===== src/rtl/pin_reset_pkg.sv =====
package pin_reset_pkg;
  // Strobes from the sequencer to the counter datapath
  typedef struct packed {
    logic holdClr;   // restart the low-run count
    logic holdInc;   // one more qualifying low sample
    logic strLoad;   // (re)start the pull-low stretch
    logic strDec;    // advance the stretch countdown
  } rstStrobes_t;
endpackage


===== src/rtl/pin_reset_counters.sv =====
module pin_reset_counters
  import pin_reset_pkg::*;
#(
  parameter int HOLD_CYCLES    = 64,
  parameter int STRETCH_CYCLES = 12
) (
  input  logic        clk,
  input  logic        arstN,
  input  rstStrobes_t strb,
  output logic        holdFull,
  output logic        strActive
);
  localparam int HW = $clog2(HOLD_CYCLES + 1);
  localparam int SW = $clog2(STRETCH_CYCLES + 1);
  localparam logic [HW-1:0] HOLD_MAX = HW'(HOLD_CYCLES);
  localparam logic [SW-1:0] STR_MAX  = SW'(STRETCH_CYCLES);

  logic [HW-1:0] holdCnt;
  logic [SW-1:0] strCnt;

  // Saturating run length of qualifying low samples
  always_ff @(posedge clk or negedge arstN) begin
    if (!arstN)                              holdCnt <= '0;
    else if (strb.holdClr)                   holdCnt <= '0;
    else if (strb.holdInc && holdCnt != HOLD_MAX) holdCnt <= holdCnt + 1'b1;
  end

  // Pull-low stretch countdown, reloaded by every request
  always_ff @(posedge clk or negedge arstN) begin
    if (!arstN)                          strCnt <= '0;
    else if (strb.strLoad)               strCnt <= STR_MAX;
    else if (strb.strDec && strCnt != '0) strCnt <= strCnt - 1'b1;
  end

  assign holdFull  = (holdCnt == HOLD_MAX);
  assign strActive = (strCnt != '0);

  // a full count persists while no clear arrives
  p_full_holds_r1: assert property (@(posedge clk) disable iff (!arstN)
    holdFull && !strb.holdClr |=> holdFull);
  // a clear always drops qualification on the next cycle
  p_clear_drops_r2: assert property (@(posedge clk) disable iff (!arstN)
    strb.holdClr |=> !holdFull);
  // a load always leaves the stretch active
  p_load_active_r3: assert property (@(posedge clk) disable iff (!arstN)
    strb.strLoad |=> strActive);
endmodule


===== src/rtl/pin_reset_seq.sv =====
module pin_reset_seq
  import pin_reset_pkg::*;
#(
  parameter int SYNC_STAGES    = 2,
  parameter int STRETCH_CYCLES = 12
) (
  input  logic        clk,
  input  logic        arstN,
  input  logic        padIn,
  input  logic        wdogArm,
  input  logic        wdogReq,
  input  logic        pmonReq,
  input  logic        lowPower,
  input  logic        holdFull,
  input  logic        strActive,
  output rstStrobes_t strb,
  output logic        coreRst,
  output logic        wakePulse
);
  localparam int RW = $clog2(STRETCH_CYCLES + 1);

  logic [SYNC_STAGES-1:0] syncQ;
  logic [SYNC_STAGES-1:0] ownShadow;
  logic wdogArmed, seenLow, selfMask, intReq, rstNext;

  // Pad synchronizer, resets to the idle (high) level
  always_ff @(posedge clk or negedge arstN) begin
    if (!arstN) syncQ <= '1;
    else        syncQ <= {syncQ[SYNC_STAGES-2:0], padIn};
  end
  assign seenLow = !syncQ[SYNC_STAGES-1];

  // Trail of our own drive, covering the synchronizer latency
  always_ff @(posedge clk or negedge arstN) begin
    if (!arstN) ownShadow <= '0;
    else        ownShadow <= {ownShadow[SYNC_STAGES-2:0], strActive};
  end
  assign selfMask = strActive | (|ownShadow);

  // One-way arming of the watchdog source
  always_ff @(posedge clk or negedge arstN) begin
    if (!arstN)       wdogArmed <= 1'b0;
    else if (wdogArm) wdogArmed <= 1'b1;
  end

  assign intReq = pmonReq | (wdogReq & wdogArmed);

  always_comb begin
    strb.holdClr = !seenLow | selfMask;
    strb.holdInc = seenLow & !selfMask;
    strb.strLoad = intReq;
    strb.strDec  = 1'b1;
  end

  assign rstNext = holdFull | strActive;

  always_ff @(posedge clk or negedge arstN) begin
    if (!arstN) begin
      coreRst   <= 1'b1;
      wakePulse <= 1'b0;
    end else begin
      coreRst   <= rstNext;
      wakePulse <= lowPower & rstNext & !coreRst;
    end
  end

  // Run length of the current stretch, kept for the minimum-length check
  logic [RW-1:0] runLen;
  always_ff @(posedge clk or negedge arstN) begin
    if (!arstN)                   runLen <= '0;
    else if (!strActive)          runLen <= '0;
    else if (runLen != RW'(STRETCH_CYCLES)) runLen <= runLen + 1'b1;
  end

  // every stretch lasts at least the minimum
  p_pull_min_r3: assert property (@(posedge clk) disable iff (!arstN)
    $fell(strActive) |-> runLen == RW'(STRETCH_CYCLES));
  // the core is in reset while the pad is pulled
  p_core_covers_pull_r4: assert property (@(posedge clk) disable iff (!arstN)
    strActive |=> coreRst);
  // own drive never qualifies an external reset
  p_mask_blocks_r5: assert property (@(posedge clk) disable iff (!arstN)
    selfMask |=> !holdFull);
  // wake strobe is a single cycle and only from low power
  p_wake_single_r6: assert property (@(posedge clk) disable iff (!arstN)
    wakePulse |=> !wakePulse);
  p_wake_lp_r6: assert property (@(posedge clk) disable iff (!arstN)
    wakePulse |-> $past(lowPower));
  // arming cannot be withdrawn
  p_armed_sticky_r7: assert property (@(posedge clk) disable iff (!arstN)
    wdogArmed |=> wdogArmed);
endmodule


===== src/rtl/pin_reset_ctrl.sv =====
module pin_reset_ctrl
  import pin_reset_pkg::*;
#(
  parameter int SYNC_STAGES    = 2,
  parameter int HOLD_CYCLES    = 64,
  parameter int STRETCH_CYCLES = 12
) (
  input  logic clk,
  input  logic arstN,
  input  logic padIn,
  input  logic wdogArm,
  input  logic wdogReq,
  input  logic pmonReq,
  input  logic lowPower,
  output logic padPullLow,
  output logic coreRst,
  output logic wakePulse
);
  rstStrobes_t strb;
  logic holdFull, strActive;

  pin_reset_seq #(.SYNC_STAGES(SYNC_STAGES), .STRETCH_CYCLES(STRETCH_CYCLES)) uSeq (
    .clk(clk), .arstN(arstN), .padIn(padIn), .wdogArm(wdogArm),
    .wdogReq(wdogReq), .pmonReq(pmonReq), .lowPower(lowPower),
    .holdFull(holdFull), .strActive(strActive), .strb(strb),
    .coreRst(coreRst), .wakePulse(wakePulse));

  pin_reset_counters #(.HOLD_CYCLES(HOLD_CYCLES), .STRETCH_CYCLES(STRETCH_CYCLES)) uCnt (
    .clk(clk), .arstN(arstN), .strb(strb),
    .holdFull(holdFull), .strActive(strActive));

  assign padPullLow = strActive;
endmodule


===== config.mk =====
export PLATFORM = sky130hd
export DESIGN_NAME = pin_reset_ctrl
export DESIGN_NICKNAME = d
export VERILOG_FILES = /design/src/rtl/pin_reset_pkg.sv /design/src/rtl/pin_reset_counters.sv /design/src/rtl/pin_reset_seq.sv /design/src/rtl/pin_reset_ctrl.sv
export SDC_FILE = /design/constraint.sdc
export NUM_CORES = 1
export LEC_CHECK = 0
export ABC_AREA = 0
export CAP_MARGIN = 10
export CORE_UTILIZATION = 46
export DETAILED_ROUTE_END_ITERATION = 8
export GPL_TIMING_DRIVEN = 0
export PLACE_DENSITY = 0.75
export SLEW_MARGIN = 20
export SYNTH_ARGS = -nofsm -noshare
export SYNTH_HDL_FRONTEND = slang
export SYNTH_SLANG_ARGS = --single-unit
export TNS_END_PERCENT = 50

===== constraint.sdc =====
create_clock -name clk -period 2.3 [get_ports clk]
set_input_delay 0.23 -clock clk [delete_from_list [all_inputs] [get_ports clk]]
set_output_delay 0.23 -clock clk [all_outputs]
set_load 0.005 [all_outputs]

-- Yosys cells after proc, flatten, opt, wreduce, memory -nomap -nowiden
Cells that the tools add are included.
- memories: 0
- bits in latches: 0
- register bits: 18
- output and inout port bits: 3
- memory bits (read-only): 0
- RAM bits: 0
- mux-type cells: 4
- div/mod/pow operators: 0
- shifts and indexed selects: 0
- reductions and logical operators: 8
- bitwise operators: 8
- multipliers: 0
- order comparisons: 0
- equal/unequal tests: 2
- $add $sub $neg: 2
- operators by type and width (cell ; number):
    $mux 7 ; 2
    $mux 4 ; 2
    $add 7x1->7 const B ; 1
    $eq 7x7->1 const B ; 1
    $ne 7x7->1 const B ; 1
    $and 1x1->1 ; 4
    $or 1x1->1 ; 4
    $reduce_bool 2->1 ; 2
    $reduce_bool 4->1 ; 1
    $sub 4x1->4 const B ; 1
    $logic_not 1->1 ; 3
    $reduce_or 2->1 ; 1
    $logic_and 1x1->1 ; 1

-- Logic depth before layout (Yosys ltp)
Gate-level depths: netlist of run 1.
- depth after elaboration: 7
- gate-level depth with buffers: 7

-- Cells and area by module
From an unflattened synthesis of run 1, not the netlist that was laid out.
- cell total of the unflattened synthesis: 84
- area total of the unflattened synthesis: 892.1 sq um
- modules (own cells, without submodules) (module ; times used ; area each (sq um) ; seq. area each (sq um) ; cells an instance):
    pin_reset_counters ; 1 ; 649.4 ; 275.3 ; 68
    pin_reset_seq ; 1 ; 242.7 ; 178.9 ; 16

-- Worst setup path after synthesis of run 1
Ideal clock, no wire load.
- kind: register to register
- from: reg uCnt.strCnt[0]
- to: reg uCnt.holdCnt[2]
- buffers on the path: 1
- library setup time: 0.080 ns
- data arrival time: 1.658 ns
- data required time: 2.220 ns
- path slack: 0.562 ns
- clock period less this slack: 1.738 ns
- stages on the path, launching flop included: 8
- path through: dfrtp_1 -> inv_1 -> ha_1 -> nor3b_4 -> inv_2 -> or4_1 -> buf_2 -> nor3b_2
- word-level cells in the longest chain between the ends: 6
- elaborated cells between the ends (all ways): 8
- RTL lines (what ; line ; RTL):
    start, declared ; pin_reset_counters.sv:19 ; logic [SW-1:0] strCnt;
    start signal, assigned ; pin_reset_counters.sv:32 ; else if (strb.strDec && strCnt != '0) strCnt <= strCnt - 1'b1;
    $reduce_bool 4->1 * ; pin_reset_counters.sv:36 ; assign strActive = (strCnt != '0);
    net padPullLow ; pin_reset_ctrl.sv:15 ; output logic padPullLow,
    $or 1x1->1 * ; pin_reset_seq.sv:38 ; assign selfMask = strActive | (|ownShadow);
    $logic_not 1->1 ; pin_reset_seq.sv:50 ; strb.holdInc = seenLow & !selfMask;
    $and 1x1->1 ; pin_reset_seq.sv:50 ;
    $logic_and 1x1->1 ; pin_reset_counters.sv:25 ; else if (strb.holdInc && holdCnt != HOLD_MAX) holdCnt <= holdCnt + 1'b1;
    $reduce_bool 2->1 (no source line) ; -- ;
    end signal, assigned ; pin_reset_counters.sv:25 ;
    end, declared ; pin_reset_counters.sv:18 ; logic [HW-1:0] holdCnt;
The timed path passes the listed nets; every way through them passes the cells marked *.
A chain may end at the register's enable or synchronous reset.

-- Worst setup path after layout of run 1
- from: reg uCnt.strCnt[0]
- to: out padPullLow
- word-level cells in the longest chain between the ends: 1
- RTL lines (what ; line):
    $reduce_bool 4->1 ; pin_reset_counters.sv:36
    end, declared ; pin_reset_ctrl.sv:15
No other way between the ends.

==> results_dict.tcl, run 1 <==
set metrics [dict create \
    crit_fanout 5 \
    die-area_um2 1910 \
    fin_crit_ns 2.05 \
    antenna_left 0 \
    cts-resized-gates 0 \
    p_seq_share_pct 59.3 \
    drc 1 \
    cpPeakStageDelay_ns 0.45 \
    drt_pass1_iterations 6 \
    slew-limit-headroom_pct 47.9 \
    cts_hold_buf 0 \
    crit_slowest_cell "clkdlybuf4s50_1" \
    area_delta_synth_final_pct 18.3 \
    drt-vias-per-instance 5.49 \
    root_buffer "clkbuf_4" \
    synth-compound-area-share_pct 9.36 \
    finalSetupViolations 0 \
    grt_overflow 0 \
    h-tree-depth 1 \
    endpoint_kind "output port" \
    max_freq_mhz 488 \
    coreArea_um2 1560 \
    tns_ns 0 \
    grt_pass1_wl_mm 2.30 \
    path_clk_slew_ns 0.10 \
    power_density_nw_per_um2 584 \
    pin_count 10 \
    cts_tree "done" \
    p_clk_share_pct 34.6 \
    synth_seq_cells 18 \
    gp_congestion 0.736 \
    max_slew.worst_pin.slew_ns 0.778 \
    status "finished, violations left" \
    routed_wl_mm 1.25 \
    internal-power_w 0.000439 \
    mappedNetlistArea_um2 802 \
    cp.required_ns 2.07 \
    start_util_pct 51.4 \
    hold_violations 0 \
    place_ws_ns 0.407 \
    num_vias 549 \
    switching_share_pct 20.7 \
    diodes 0 \
    antenna_found_initial 0 \
    max_cap_viol_count 0 \
    final_util_pct 60.8 \
    fp.dieW_um 43.8 \
    rows 14 \
    synthMuxAreaShare_pct 0 \
    grt_max_degree 19 \
    numCtsBuffers 3 \
    grt_pass1_vias 550 \
    grt_usage_pct 17.0 \
    rsz0062_at_grt "false" \
    clock_latency_ns 0.29 \
    ys_warn_count 0 \
    p_comb_share_pct 6.1 \
    fin_worst_skew_ns 0.00267 \
    drt_iter0_drc 13 \
    synth_xor_area_share_pct 5.46 \
    holdWs_ns 0.337 \
    hp-class "in -> reg" \
    wire_per_inst_um 12.5 \
    worst_ep_arrival_time_ns 1.82 \
    synthAdderAreaFrac_pct 6.24 \
    clock_path_buffers 2 \
    path_cells "inv_1, ha_1, nor3b_4, inv_2, clkdlybuf4s50_1" \
    fin_nets 96 \
    startpoint_type "register" \
    p_leak_nw 0.373 \
    avgSynthCellArea_um2 11.3 \
    max-vdd-ir-drop_v 0.000276 \
    die_h_um 43.8 \
    clock-sinks 18 \
    layout_setup_ws_ns 0.251 \
    synth-simple-area-share_pct 19.3 \
    violations "DRC" \
    dp_hpwl_um 925 \
    synth_nets 82 \
    finalCritPeriodShare_pct 89.1 \
    synth_top_family_by_area "simple AND/OR/NAND/NOR gates" \
    cts_setup_buffers 0 \
    worst-setup-path-type "reg -> out" \
    netSwitchingPower_w 0.000115 \
    drive_above_1_share_pct 15.5 \
    synth_cell_types 26 \
    port_buffers 9 \
    synthCells 71 \
    slew_viol_final 0 \
    ys_seq_area_share_pct 56.6 \
]
-- state kept, by name (all words and copies together) (netlist names) --
| name | count |
|---|---|
| uCnt.holdCnt | 7 |
| uCnt.strCnt | 4 |
| uSeq.coreRst | 1 |
| uSeq.ownShadow | 2 |
| uSeq.syncQ | 2 |
| uSeq.wakePulse | 1 |
| uSeq.wdogArmed | 1 |
-- routing by layer --
layer / GRT usage [%] / wire (µm) / up-vias
met5: 0 / 0 / -
met4: 11.3 / 10 / 0
met3: 2.50 / 45 / 2
met2: 26.6 / 587 / 9
met1: 21.9 / 605 / 269
li1: - / - / 269
-- cells by family (layout without fill, tap and decap cells) --
logic type,Yosys count,in the layout
flops,18,18
xor+xnor,5,5
compound gates,13,13
buf+inv,6,19
fa+ha+maj,4,4
simple gates,25,25
-- power by group through the flow --
stage | sequential [W] | clock (W) | combinational (W)
global placement | 0.000334 | 0 | 0.0000336
floorplan | 0.000334 | 0 | 0.0000151
detailed placement | 0.000335 | 0 | 0.0000341
finish | 0.000329 | 0.000192 | 0.0000335
CTS | 0.000329 | 0.000203 | 0.0000343
global route | 0.000329 | 0.000211 | 0.0000380
-- per-stage QoR --
stage / power, W / cells / area, µm²
after floorplan: 0.000349 / 71 / 802
after global placement: 0.000368 / 96 / 912
after detailed placement: 0.000369 / 96 / 912
after CTS: 0.000566 / 100 / 948
after global routing: 0.000579 / 100 / 948
final: 0.000554 / 100 / 948
-- worst max-delay path, delay by kind of cell (launching register included) --
family                     cells  cell delay (ns)
buffers and inverters          3             0.66
DFF                            1             0.38
adders and majority gates      1             0.18
and+or+nand+nor                1             0.30
-- placed cells by master (no fill, tap or decap), types with 2 or more instances in the layout --
master and instances:
dfrtp_1 15, clkbuf_4 3, or4_1 2, xnor2_1 3
dfstp_2 3, a21oi_1 5, nor3_1 2, xor2_1 2
nor2_1 4, clkdlybuf4s50_1 9, or3_1 4, ha_1 4
inv_1 4, nand3_1 3, nand2_1 4, o21ai_0 4
-- cells in the mapped netlist --
master	count	area, µm²
a211o_1	1	8.76
a211oi_1	1	7.51
a21o_1	1	7.51
a21oi_1	5	25.0
a31oi_1	1	6.26
buf_2	1	5.00
dfrtp_1	15	375
dfstp_2	3	78.8
ha_1	4	50.1
inv_1	4	15.0
inv_2	1	3.75
nand2_1	4	15.0
nand2b_1	1	6.26
nand3_1	3	15.0
nor2_1	4	15.0
nor3_1	2	10.0
nor3_2	1	10.0
nor3b_2	1	12.5
nor3b_4	1	18.8
nor4_1	1	6.26
o21ai_0	4	20.0
or2_2	1	6.26
or3_1	4	25.0
or4_1	2	15.0
xnor2_1	3	26.3
xor2_1	2	17.5
-- cell type report --
cell class	count	area, µm²
Fill cell	130	611
Sequential cell	18	454
Multi-Input combinational cell	47	324
Timing Repair Buffer	9	90.1
Clock buffer	4	36.3
Tap cell	16	20.0
Inverter	5	18.8
Buffer	1	5.00
-- final timing paths --
kind	from	to	slack, ns	depth (start not counted)
min	padIn	uSeq.syncQ[0]	0.34	1
max reg2reg	uCnt.strCnt[0]	uCnt.holdCnt[2]	0.39	7
min in group asynchronous	arstN	uCnt.holdCnt[1]	0.38	1
max in group asynchronous	arstN	uSeq.wdogArmed	1.43	1
min reg2reg	uSeq.syncQ[0]	uSeq.syncQ[1]	0.36	0
max	uCnt.strCnt[0]	padPullLow	0.25	5
(Power assumes the default switching activity.)
==> run 2: changes to the inputs <==
--- a/config.mk
+++ b/config.mk
@@ -9,8 +9,9 @@
 export CAP_MARGIN = 10
 export CORE_UTILIZATION = 46
 export DETAILED_ROUTE_END_ITERATION = 8
+export DONT_BUFFER_PORTS = 1
 export GPL_TIMING_DRIVEN = 0
-export PLACE_DENSITY = 0.75
+export PLACE_DENSITY = 0.68
 export SLEW_MARGIN = 20
 export SYNTH_ARGS = -nofsm -noshare
 export SYNTH_HDL_FRONTEND = slang
==> results_dict.tcl, run 2 (synthesis gave the netlist of run 1 again) <==
set metrics [dict create \
    largest_register_ffs 7 \
    dp_hpwl_um 920 \
    drt_pass1_iterations 5 \
    power_density_nw_per_um2 588 \
    wire_per_inst_um 13.4 \
    max-vdd-ir-drop_v 0.000282 \
    fp.dieW_um 43.8 \
    cpPeakStageDelay_ns 0.39 \
    rsz0062_at_grt "false" \
    drt_iter0_drc 4 \
    rows 14 \
    tns_ns 0 \
    worst_ep_arrival_time_ns 2.13 \
    final_common_cell "dfrtp_1" \
    port_buffers 0 \
    final_cell_mix "dfrtp_1, a21oi_1" \
    max_slew.worst_pin.slew_ns 0.777 \
    drt-vias-per-instance 5.52 \
    clock_latency_ns 0.28 \
    finalCritPeriodShare_pct 83.3 \
    drc 1 \
    grt_max_degree 19 \
    cts-resized-gates 0 \
    dp_cells 87 \
    p_leak_nw 0.339 \
    final_area_um2 868 \
    num_vias 513 \
    start_util_pct 51.4 \
    cp.required_ns 2.51 \
    crit_buf_inv 3 \
    fin_worst_skew_ns 0.00561 \
    hp-class "in -> reg" \
    endpoint_kind "register" \
    topRoutingLayerUsed "met4" \
    pin_count 10 \
    clock_path_buffers 2 \
    crit_family "simple AND/OR/NAND/NOR gates" \
    root_buffer "clkbuf_4" \
    diodes 0 \
    holdWs_ns 0.0443 \
    die_h_um 43.8 \
    die-area_um2 1910 \
    routed_wl_mm 1.24 \
    grt_overflow 0 \
    startpoint_type "register" \
    grt_pass1_vias 492 \
    h-tree-depth 1 \
    violations "DRC" \
    wl_met2_um 616 \
    max_freq_mhz 522 \
    top_regs "uCnt.holdCnt (7), uCnt.strCnt (4)" \
    max_cap_viol_count 0 \
    antenna_found_initial 0 \
    path_clk_slew_ns 0.10 \
    coreArea_um2 1560 \
    antenna_left 0 \
    slew_viol_final 0 \
    r2r_setup_slack_ns 0.38 \
    fin_nets 89 \
    gp_congestion 0.819 \
    area_delta_synth_final_pct 8.27 \
    path_cells "inv_1, ha_1, nor3b_4, inv_2, or4_1, buf_2, nor3b_2" \
    drive_above_1_share_pct 15.6 \
    crit_slowest_cell "dfrtp_1" \
    cts_tree "done" \
    numCtsBuffers 3 \
    fin_crit_ns 1.92 \
    worst-setup-path-type "reg -> reg" \
    clock-sinks 18 \
    drt-met1-wl_um 586 \
    grt_pass1_wl_mm 1.97 \
    finalSetupViolations 0 \
    layoutNonFillerInstCount 93 \
    regMostFlops "uCnt.holdCnt" \
    slew-limit-headroom_pct 48.0 \
    wl_met3_um 33 \
    place_area_um2 822 \
    status "finished, violations left" \
    hold_violations 0 \
    grt_usage_pct 14.8 \
    crit_fanout 7 \
]
[run 2: worst paths after layout]
check / start / end / depth (start not counted)
setup / recovery: uCnt.strCnt[0] / uCnt.holdCnt[2] / 7
hold / removal: wdogArm / uSeq.wdogArmed / 1
setup reg to reg: uCnt.strCnt[0] / uCnt.holdCnt[2] / 7
hold reg to reg: uSeq.syncQ[0] / uSeq.syncQ[1] / 0
max in group asynchronous: arstN / uCnt.holdCnt[0] / 1
min in group asynchronous: arstN / uCnt.holdCnt[6] / 1
[run 2: stage by stage]
| stage | setup slack, ns | util, % | total power, W |
|---|---|---|---|
| 3_3_place_gp | 0.423 | 52.7 | 0.000352 |
| 3_5_place_dp | 0.384 | 52.7 | 0.000353 |
| 2_1_floorplan | 0.562 | - | 0.000349 |
| 4_1_cts | 0.350 | 55.7 | 0.000526 |
| 5_1_grt | 0.249 | 55.7 | 0.000540 |
| 6_report | 0.383 | 55.7 | 0.000511 |
[run 2: layer usage]
metal	vias to the layer above	track usage, %
met3	2	2.50
met5	-	0
met2	7	23.6
li1	259	-
met1	245	18.6
met4	0	9.38
[run 2: final cells by class]
type,count,area [µm²]
well taps,16,20.0
inverters,5,18.8
multi-input cells,47,324
fillers,135,691
plain buffers,1,5.00
repair buffers,2,20.0
flip-flops and latches,18,454
clock buffers,4,26.3
[run 2: what timing repair did]
action	CTS	global route
hold endpoints to repair	19	0
hold buffers	2	0
buffers inserted	0	0
[run 2: worst reg2reg max path: cells and delay by family (launching register included)]
family                     cells  cell delay (ns)
adders and majority gates      1             0.19
buffers and inverters          3             0.40
DFF                            1             0.39
and+or+nand+nor                3             0.87
[run 2: report_power, final]
part           internal [W]  switching (W)  total (W)  leakage (nW)
clock network     0.0000673      0.0000889   0.000156        0.0150
logic             0.0000119      0.0000140  0.0000259         0.110
registers          0.000324     0.00000483   0.000329         0.215
total              0.000403       0.000108   0.000511         0.339
==> run 3: changes to the inputs <==
==> constraint.sdc (replaced) <==
create_clock -name clk -period 1.9 [get_ports clk]
set_input_delay 0.19 -clock clk [delete_from_list [all_inputs] [get_ports clk]]
set_output_delay 0.19 -clock clk [all_outputs]
set_load 0.005 [all_outputs]
==> results_dict.tcl, run 3 (synthesis gave the netlist of run 1 again) <==
set metrics [dict create \
    p_comb_share_pct 5.4 \
    grt_pass1_wl_mm 2.01 \
    clock_latency_ns 0.28 \
    p_seq_share_pct 64.2 \
    crit_family "simple AND/OR/NAND/NOR gates" \
    clock-sinks 18 \
    r2r_cells 7 \
    status "finished, violations left" \
    layout_setup_ws_ns 0.120 \
    worst_ep_arrival_time_ns 1.99 \
    switching_share_pct 21.1 \
    max-vdd-ir-drop_v 0.000339 \
    port_buffers 0 \
    die_h_um 43.8 \
    p_leak_nw 0.354 \
    slew_viol_final 0 \
    h-tree-depth 1 \
    r2r_setup_slack_ns 0.12 \
    start_util_pct 51.4 \
    die-area_um2 1910 \
    drt_pass1_iterations 6 \
    wire_per_inst_um 13.5 \
    cp_common_cell "inv_2" \
    pin_count 10 \
    netSwitchingPower_w 0.000131 \
    coreArea_um2 1560 \
    hp-class "in -> reg" \
    grt_overflow 0 \
    regToRegEndpoint "uCnt.holdCnt[2]" \
    antenna_left 0 \
    slew-limit-headroom_pct 48.0 \
    grt_max_degree 19 \
    crit_start "uCnt.strCnt[0]" \
    grt_pass1_vias 496 \
    area_delta_synth_final_pct 11.4 \
    drive_above_1_share_pct 18.8 \
    finalSetupViolations 0 \
    fp.dieW_um 43.8 \
    max_cap_viol_count 0 \
    internal-power_w 0.000490 \
    fin_nets 92 \
    drt_iter0_drc 4 \
    place_ws_ns -0.0156 \
    regMostFlops "uCnt.holdCnt" \
    top_regs "uCnt.holdCnt (7), uCnt.strCnt (4)" \
    cp.depth 7 \
    final_cell_mix "dfrtp_1, a21oi_1" \
    gp_congestion 0.819 \
    max_freq_mhz 562 \
    r2r-start "uCnt.strCnt[0]" \
    final_common_cell "dfrtp_1" \
    endpoint_kind "register" \
    worst-setup-path-type "reg -> reg" \
    hold_violations 0 \
    crit_fanout 7 \
    power_density_nw_per_um2 695 \
    max_slew.worst_pin.slew_ns 0.778 \
    startpoint_type "register" \
    drc 1 \
    fin_worst_skew_ns 0.00231 \
    violations "DRC" \
    fin_crit_ns 1.78 \
    hp-start "lowPower" \
    rsz0062_at_grt "false" \
    crit_buf_inv 3 \
    antenna_found_initial 0 \
    whs_endpoint "uSeq.wakePulse" \
    cpPeakStageDelay_ns 0.40 \
    drt-vias-per-instance 5.53 \
    routed_wl_mm 1.29 \
    rows 14 \
    min_path_cells 2 \
    cp.required_ns 2.11 \
    path_clk_slew_ns 0.09 \
    clock_path_buffers 2 \
    dp_hpwl_um 920 \
    root_buffer "clkbuf_4" \
    largest_register_ffs 7 \
    finalCritPeriodShare_pct 93.7 \
    p_clk_share_pct 30.5 \
    num_vias 531 \
    diodes 0 \
    tns_ns 0 \
    crit_slowest_cell "dfrtp_1" \
    path_cells "inv_2, ha_1, nor3b_4, inv_2, or4_1, buf_2, nor3b_2" \
    cts_tree "done" \
    numCtsBuffers 3 \
    grt_usage_pct 15.1 \
]
## run 3: stage by stage
stage | hold slack (ns) | area, µm² | utilization (%) | power (W) | std cells
floorplan | -0.106 | 802 | - | 0.000422 | 71
global placement | -0.105 | 822 | 52.7 | 0.000426 | 87
detailed placement | -0.105 | 822 | 52.7 | 0.000427 | 87
CTS | 0.00805 | 886 | 56.8 | 0.000639 | 95
global route | 0.0161 | 893 | 57.3 | 0.000656 | 96
finish | 0.0256 | 893 | 57.3 | 0.000621 | 96
## run 3: worst max path at each step
stage | end
final | uCnt.holdCnt[2]
after CTS | uCnt.holdCnt[2]
after global routing | uCnt.holdCnt[2]
after floorplan | uCnt.holdCnt[2]
after global placement | uCnt.holdCnt[2]
after detailed placement | uCnt.holdCnt[2]
## run 3: power by group through the flow
stage           logic, W  registers (W)  clock network [W]
5_1_grt        0.0000378       0.000399           0.000219
3_5_place_dp   0.0000216       0.000406                  0
6_report       0.0000334       0.000398           0.000189
2_1_floorplan  0.0000183       0.000404                  0
4_1_cts        0.0000345       0.000398           0.000206
3_3_place_gp   0.0000205       0.000405                  0
## run 3: final cells by class
class / count / area, µm²
Clock buffer: 4 / 26.3
Sequential cell: 18 / 454
Fill cell: 133 / 666
Inverter: 5 / 18.8
Tap cell: 16 / 20.0
Multi-Input combinational cell: 47 / 324
Timing Repair Buffer: 5 / 45.0
Buffer: 1 / 5.00
## run 3: repair_timing
action                                  CTS  global route
pin swaps                                 0             0
endpoints found under the hold margin    20             0
hold buffers                              3             0
endpoints found under the setup margin    2             2
resized for setup                         0             1
buffers inserted                          1             1
## run 3: worst register-to-register path, stage by stage (launching register included)
cell and delay, ns:
dfrtp_1 0.40, inv_2 0.08, ha_1 0.17, nor3b_4 0.22
inv_2 0.09, or4_1 0.39, buf_2 0.18, nor3b_2 0.18
## run 3: per-layer routing
layer,vias up,global-route usage [%],routed length (µm),part of all wire [%]
met2,11,23.6,629,49
met5,-,0,0,0
met1,254,19.5,614,47
li1,264,-,-,-
met4,0,9.38,9,0.70
met3,2,2.50,40,3.1
